===== config.mk =====
export PLATFORM = sky130hd
export DESIGN_NAME = vclr_seq
export DESIGN_NICKNAME = d
export VERILOG_FILES = /design/src/rtl/vclr_pkg.sv /design/src/rtl/vclr_sweep.sv /design/src/rtl/vclr_guard.sv /design/src/rtl/vclr_hold.sv /design/src/rtl/vclr_seq.sv
export SDC_FILE = /design/constraint.sdc
export NUM_CORES = 1
export LEC_CHECK = 0
export BUFFER_PORTS_ARGS = -buffer_cell sky130_fd_sc_hd__buf_2
export CAP_MARGIN = 20
export CORE_ASPECT_RATIO = 1.25
export CORE_MARGIN = 2
export CORE_UTILIZATION = 30
export CTS_BUF_LIST = sky130_fd_sc_hd__clkbuf_8 sky130_fd_sc_hd__clkbuf_16
export CTS_CLUSTER_DIAMETER = 30
export DETAILED_ROUTE_END_ITERATION = 7
export PLACE_DENSITY_LB_ADDON = 0.05
export SLEW_MARGIN = 20
export SYNTH_ARGS = -nofsm -noshare
export SYNTH_HDL_FRONTEND = slang
export SYNTH_SLANG_ARGS = --single-unit

===== constraint.sdc =====
create_clock -name clk -period 1.75 [get_ports clk]
set_input_delay 0.35 -clock clk [delete_from_list [all_inputs] [get_ports clk]]
set_output_delay 0.35 -clock clk [all_outputs]
set_load 0.005 [all_outputs]

===== src/rtl/vclr_pkg.sv =====
package vclr_pkg;
   localparam int NARR  = 6;
   localparam int A_TGT = 0;
   localparam int A_HST = 1;
   localparam int A_ITB = 2;
   localparam int A_DTB = 3;
   localparam int A_L1V = 4;
   localparam int A_L2V = 5;

   function automatic int depth_pick(input int g, input int d0, input int d1,
                                     input int d2, input int d3, input int d4,
                                     input int d5);
      case (g)
         0: return d0;
         1: return d1;
         2: return d2;
         3: return d3;
         4: return d4;
         default: return d5;
      endcase
   endfunction

   function automatic int max6(input int d0, input int d1, input int d2,
                               input int d3, input int d4, input int d5);
      int m;
      m = d0;
      if (d1 > m) m = d1;
      if (d2 > m) m = d2;
      if (d3 > m) m = d3;
      if (d4 > m) m = d4;
      if (d5 > m) m = d5;
      return m;
   endfunction
endpackage


===== src/rtl/vclr_sweep.sv =====
module vclr_sweep #(
   parameter int DEPTH = 64,
   parameter int IW    = 8
) (
   input  logic          clk,
   input  logic          rst,
   input  logic          start,
   input  logic          skip,
   output logic          we,
   output logic [IW-1:0] idx,
   output logic          done
);
   localparam int CW = (DEPTH > 1) ? $clog2(DEPTH) : 1;
   localparam logic [CW-1:0] LAST = CW'(DEPTH - 1);

   initial begin
      assert (DEPTH >= 2) else $error("vclr_sweep: DEPTH must be at least 2");
      assert (IW >= CW)   else $error("vclr_sweep: IW too narrow for DEPTH");
   end

   logic [CW-1:0] cnt;
   logic          busy;

   always_ff @(posedge clk) begin
      if (rst) begin
         cnt  <= '0;
         busy <= 1'b0;
         done <= 1'b0;
      end else if (start) begin
         cnt  <= '0;
         busy <= ~skip;
         done <= skip;
      end else if (busy) begin
         if (cnt == LAST) begin
            cnt  <= '0;
            busy <= 1'b0;
            done <= 1'b1;
         end else begin
            cnt <= cnt + 1'b1;
         end
      end
   end

   assign we = busy;

   generate
      if (CW == IW) begin : g_same
         assign idx = cnt;
      end else begin : g_pad
         assign idx = {{(IW-CW){1'b0}}, cnt};
      end
   endgenerate

   // the index advances by exactly one per write until the last entry
   a_r2_idx_step: assert property (@(posedge clk) disable iff (rst)
      (we && idx != IW'(DEPTH - 1) && !start) |=> (we && idx == $past(idx) + 1'b1));

   // done rises only right after the last index has been written
   a_r2_done_after_last: assert property (@(posedge clk) disable iff (rst)
      ($rose(done) && !$past(start)) |-> $past(we && idx == IW'(DEPTH - 1)));
endmodule


===== src/rtl/vclr_guard.sv =====
module vclr_guard #(
   parameter int WIN = 16
) (
   input  logic       clk,
   input  logic       rst,
   input  logic       start,
   input  logic [1:0] keep,
   output logic       err
);
   localparam int SW = $clog2(WIN + 1);
   localparam logic [SW-1:0] WIN_V = SW'(WIN);

   initial assert (WIN >= 1) else $error("vclr_guard: WIN must be positive");

   logic [1:0]    prev;
   logic          chg;
   logic [SW-1:0] stab;
   logic [SW-1:0] post;

   assign chg = (keep != prev);

   always_ff @(posedge clk) begin
      prev <= keep;
      if (chg)               stab <= '0;
      else if (stab != WIN_V) stab <= stab + 1'b1;
   end

   always_ff @(posedge clk) begin
      if (rst) begin
         post <= '0;
         err  <= 1'b0;
      end else if (start) begin
         post <= WIN_V;
         if (chg || stab < WIN_V) err <= 1'b1;
      end else if (post != '0) begin
         post <= post - 1'b1;
         if (chg) err <= 1'b1;
      end
   end

   // the flag is only raised at a start or by an input change
   a_r10_err_cause: assert property (@(posedge clk) disable iff (rst)
      $rose(err) |-> $past(start || chg));
   // once raised it stays until reset
   a_r10_sticky: assert property (@(posedge clk) disable iff (rst)
      err |=> err);
endmodule


===== src/rtl/vclr_hold.sv =====
module vclr_hold (
   input  logic clk,
   input  logic rst,
   input  logic req_en,
   input  logic req_mnt,
   input  logic l2_done,
   output logic hold
);
   logic pend;
   logic req;

   assign req = req_en | req_mnt;

   always_ff @(posedge clk) begin
      if (rst) pend <= 1'b0;
      else     pend <= (pend | req) & ~l2_done;
   end

   assign hold = (pend | req) & ~l2_done;

   // a request seen before level-2 completion keeps the stall up
   a_r7_hold_sticks: assert property (@(posedge clk) disable iff (rst)
      (req && !l2_done) |=> (hold || l2_done));
endmodule


===== src/rtl/vclr_seq.sv =====
module vclr_seq
   import vclr_pkg::*;
#(
   parameter int TGT_DEPTH  = 64,
   parameter int HIST_DEPTH = 128,
   parameter int ITLB_DEPTH = 32,
   parameter int DTLB_DEPTH = 32,
   parameter int L1V_DEPTH  = 128,
   parameter int L2V_DEPTH  = 256,
   parameter int WIN        = 16,
   localparam int MAXD      = max6(TGT_DEPTH, HIST_DEPTH, ITLB_DEPTH,
                                   DTLB_DEPTH, L1V_DEPTH, L2V_DEPTH),
   localparam int IW        = (MAXD > 1) ? $clog2(MAXD) : 1
) (
   input  logic                     clk,
   input  logic                     por_n,
   input  logic                     sys_n,
   input  logic                     keep_l1_i,
   input  logic                     keep_l2_i,
   input  logic                     l2_en_req,
   input  logic                     l2_mnt_req,
   output logic [NARR-1:0]          clr_we,
   output logic [NARR-1:0][IW-1:0]  clr_idx,
   output logic [NARR-1:0]          arr_done,
   output logic                     all_done,
   output logic                     l2_hold,
   output logic                     win_err
);
   logic in_rst;
   logic rst_q;
   logic start;

   assign in_rst = ~(por_n & sys_n);

   always_ff @(posedge clk) rst_q <= in_rst;

   assign start = rst_q & ~in_rst;

   generate
      for (genvar g = 0; g < NARR; g++) begin : g_arr
         localparam int D = depth_pick(g, TGT_DEPTH, HIST_DEPTH, ITLB_DEPTH,
                                       DTLB_DEPTH, L1V_DEPTH, L2V_DEPTH);
         logic skip;
         if (g == A_L1V) begin : g_k1
            assign skip = keep_l1_i;
         end else if (g == A_L2V) begin : g_k2
            assign skip = keep_l2_i;
         end else begin : g_always
            assign skip = 1'b0;
         end

         vclr_sweep #(.DEPTH(D), .IW(IW)) u_sw (
            .clk  (clk),
            .rst  (in_rst),
            .start(start),
            .skip (skip),
            .we   (clr_we[g]),
            .idx  (clr_idx[g]),
            .done (arr_done[g])
         );
      end
   endgenerate

   assign all_done = &arr_done;

   vclr_hold u_hold (
      .clk    (clk),
      .rst    (in_rst),
      .req_en (l2_en_req),
      .req_mnt(l2_mnt_req),
      .l2_done(arr_done[A_L2V]),
      .hold   (l2_hold)
   );

   vclr_guard #(.WIN(WIN)) u_guard (
      .clk  (clk),
      .rst  (in_rst),
      .start(start),
      .keep ({keep_l2_i, keep_l1_i}),
      .err  (win_err)
   );

   // the always-cleared arrays begin writing index 0 right after start
   a_r1_start: assert property (@(posedge clk) disable iff (in_rst)
      start |=> (clr_we[A_TGT] && clr_we[A_DTB] && clr_idx[A_TGT] == '0));
   // a retained level-1 array is finished at once and never written
   a_r4_keep_l1: assert property (@(posedge clk) disable iff (in_rst)
      (start && keep_l1_i) |=> (arr_done[A_L1V] && !clr_we[A_L1V]));
   // same for the level-2 array
   a_r5_keep_l2: assert property (@(posedge clk) disable iff (in_rst)
      (start && keep_l2_i) |=> (arr_done[A_L2V] && !clr_we[A_L2V]));
   // a system reset silences every array on the next edge
   a_r9_quiet: assert property (@(posedge clk) disable iff (!por_n)
      !sys_n |=> (clr_we == '0 && arr_done == '0));
   // global done never precedes level-2 completion
   a_r8_order: assert property (@(posedge clk) disable iff (in_rst)
      all_done |-> !l2_hold);
endmodule


==> impl_results.md <==
* Status: finished, final reports clean
* Leakage at 1.471 nW
* Drt pass-1 iters at 4
* Maximum vdd drop at 0.4532 mV
* Post-synth cell types at 44
* Core footprint at 9509 um^2
* CTS clk-pin slew, worst paths at 50 ps
* Htree depth at 3
* # port buffers at 59
* Critical-path cell list: ha_1 > and3_1 > ha_1 > or4_1 > a21oi_1
* Crit path top cell by count: ha_1
* Reg2reg start: g_arr[2].u_sw.cnt[0]$_SDFFE_PP0P_
* Post-CTS resize count at 0
* Yosys warnings at 0
* Critical path's slowest cell: or4_1
* CP Buf/Inv Count at 0
* Initial DRC Count at 85
* Die height at 113.9 um
* WS Path Type: flop to flop
* Mean post-synth cell area at 8.975 um^2
* CP Depth at 5
* Die Area at 10470 um^2
* Final worst path period need at 1633 ps
* Sequential-to-total area share from yosys stat at 44.89%
* Post-DR wirelength/cell at 12.40 um
* Cells after Synth at 323
* RSZ-0062 raised after global routing: false
* Global route overflow at 0
* WHS Path Cells at 1
* Layout Nets at 397
* Hold_sp: keep_l1_i
* Slew Limit Fails at 0
* Power Dens Cells at 960.8 nW/um^2
* Layout cell share with drive strength beyond 1 at 22.66%
* Crit path DAT at 1890 ps
* Final wirelength at 6323 um
* Number of global-route vias before repair at 2210
* Vias per cell at 4.625
* GP Congestion at 0.7713
* Commonest cells after routing, fill and taps aside: 65 x dfxtp_1, 59 x buf_2, 39 x nor2_1, 22 x a21oi_1, 19 x o21ai_0
* # rows at 40
* Flip-flop and latch count after synthesis at 65
* Remaining antenna violation count at 0
* Number of I/O pins at 70
* Total negative setup slack at 0 ps
* Clock Latency Late Sink at 320 ps
* Area growth syn-to-layout at 21.80%
* Worst Path Max Fanout at 6
* Largest net degree at the start of global routing at 19
* Detailed Place HPWL at 4542 um
* Critical path origin: g_arr[2].u_sw.cnt[0]$_SDFFE_PP0P_
* Reg2reg path depth at 5
* Antenna violations before repair at 0
* Max-Cap Viols at 0
* CTS tree: yes
* Clk sinks at 65
* Total power at 3.393 mW
* Critical path's largest stage delay at 470 ps
* Chip width at 91.93 um
* Global-route wire length before repair at 10590 um
* DR vias at 2359
* Gr usage total at 12.71%
* Commonest non-fill, non-tap cell in the layout: dfxtp_1
* CP required at 2000 ps
* Count of final setup violators at 0
* Final worst-path cycle share at 93.29%
* Crit. End Element: flop
* Startpoint Class: flop
* CTS Buffer Depth at 2
* Clk root buf: clkbuf_16
* Synthesized area at 2899 um^2
* Max Freq at 612.5 MHz
* Initial Util at 30.49%
* CP delay by family, top: simple AND/OR/NAND/NOR gates
* Final Hold Viols at 0
* Remaining DRCs at 0
* Post-CTS Setup Repair Bufs at 0
* Hold Buf Count CTS at 0
* CTS buffer count at 9
* Clk_skew at 4.353 ps
* # diodes at 0
* Worst Hold Class: input port to flop
==> worst register-to-register path, cell delays in order (launching register included) <==
cell and delay [ps]:
dfxtp_1 350, ha_1 240, and3_1 190, ha_1 180, or4_1 470, a21oi_1 140
==> cell usage after synthesis <==
cell	instances	area, um^2
o21ai_0	19	95.09
dfxtp_1	65	1301
a22oi_1	1	7.510
nor3_1	8	40.04
buf_2	7	35.03
and3_1	3	18.77
nor2b_1	3	18.77
nor4bb_1	1	10.01
nand2b_1	5	31.28
a211oi_1	1	7.510
clkbuf_1	1	3.750
o22ai_1	1	6.260
nor2_1	39	146.4
or2_0	1	6.260
a211oi_2	1	12.51
o221ai_1	1	8.760
conb_1	1	3.750
nand2_1	18	67.56
or3_1	8	50.05
a211o_1	1	8.760
or4b_1	1	10.01
and2_1	1	6.260
inv_2	2	7.510
nand4_2	1	12.51
nand3_1	12	60.06
and3b_1	1	8.760
nor3b_1	2	15.01
o31ai_1	3	22.52
xor2_1	16	140.1
nor4b_1	1	8.760
nand3b_1	4	30.03
ha_1	11	137.6
a21oi_1	22	110.1
buf_4	22	165.2
mux2i_1	8	80.08
inv_1	8	30.03
o21a_1	2	15.01
xnor2_1	5	43.79
or4_1	1	7.510
o211ai_1	1	7.510
nand4_1	9	56.30
a31oi_1	2	12.51
and4bb_2	1	12.51
o311a_1	2	20.02
==> area by class of cell <==
| cell class | count | area, um^2 |
|---|---|---|
| tap | 126 | 157.7 |
| inverter | 10 | 37.54 |
| clock inverter | 3 | 13.76 |
| multi-input combinational | 227 | 1393 |
| fill | 1031 | 5978 |
| sequential | 65 | 1301 |
| timing repair buffer | 66 | 347.8 |
| clock buffer | 13 | 280.3 |
==> cell families after synthesis <==
group | share of synthesized area (%)
fa+ha+maj | 4.747
compound gates | 11.52
xor+xnor | 6.344
mux | 2.762
simple gates | 21.28
buf+inv | 8.330
other cells | 0.1294
flops | 44.89
==> per-layer routing <==
| metal | vias up | track usage, % | wire length, um |
|---|---|---|---|
| li1 | 1210 | - | - |
| met5 | - | 0 | 0 |
| met2 | 48 | 19.95 | 2876 |
| met4 | 0 | 6.567 | 99 |
| met1 | 1093 | 16.30 | 3077 |
| met3 | 8 | 2.972 | 270 |
==> power breakdown <==
| part | leakage [nW] | internal (mW) | total, mW | switching [mW] |
|---|---|---|---|---|
| Combinational | 0.791 | 0.0562 | 0.130 | 0.0740 |
| Sequential | 0.527 | 1.51 | 1.53 | 0.0269 |
| Clock | 0.153 | 1.10 | 1.73 | 0.627 |
==> state kept, by name, summed over array words and instances, names as in the netlist <==
signal and count:
g_arr.u_sw.we 6, u_guard.prev 2, g_arr.u_sw.idx 8, rst_q 1
u_hold.pend 1, g_arr.u_sw.done 6, u_guard.stab 5, u_guard.err 1
u_guard.post 5, g_arr.u_sw.cnt 30
==> final timing paths <==
path                                  endpoint  slack (ps)
max          g_arr[2].u_sw.cnt[3]$_SDFFE_PP0P_         120
min                    u_guard.prev[0]$_DFF_P_         170
max reg2reg  g_arr[2].u_sw.cnt[3]$_SDFFE_PP0P_         120
min reg2reg       u_guard.post[4]$_SDFFE_PP0P_         470
==> metrics by stage <==
stage	std cells	hold slack [ps]	area, um^2	util (%)	setup WS [ps]
after CTS	510	162.2	3528	37.11	121.1
after detailed placement	494	469.3	3234	34.01	128.0
after global placement	494	469.8	3234	34.01	158.8
after floorplan	332	377.7	2933	-	138.9
final	510	172.9	3531	37.13	117.4
after global routing	510	179.8	3531	37.13	27.22
Note: power is estimated with default switching activity, not from simulation.
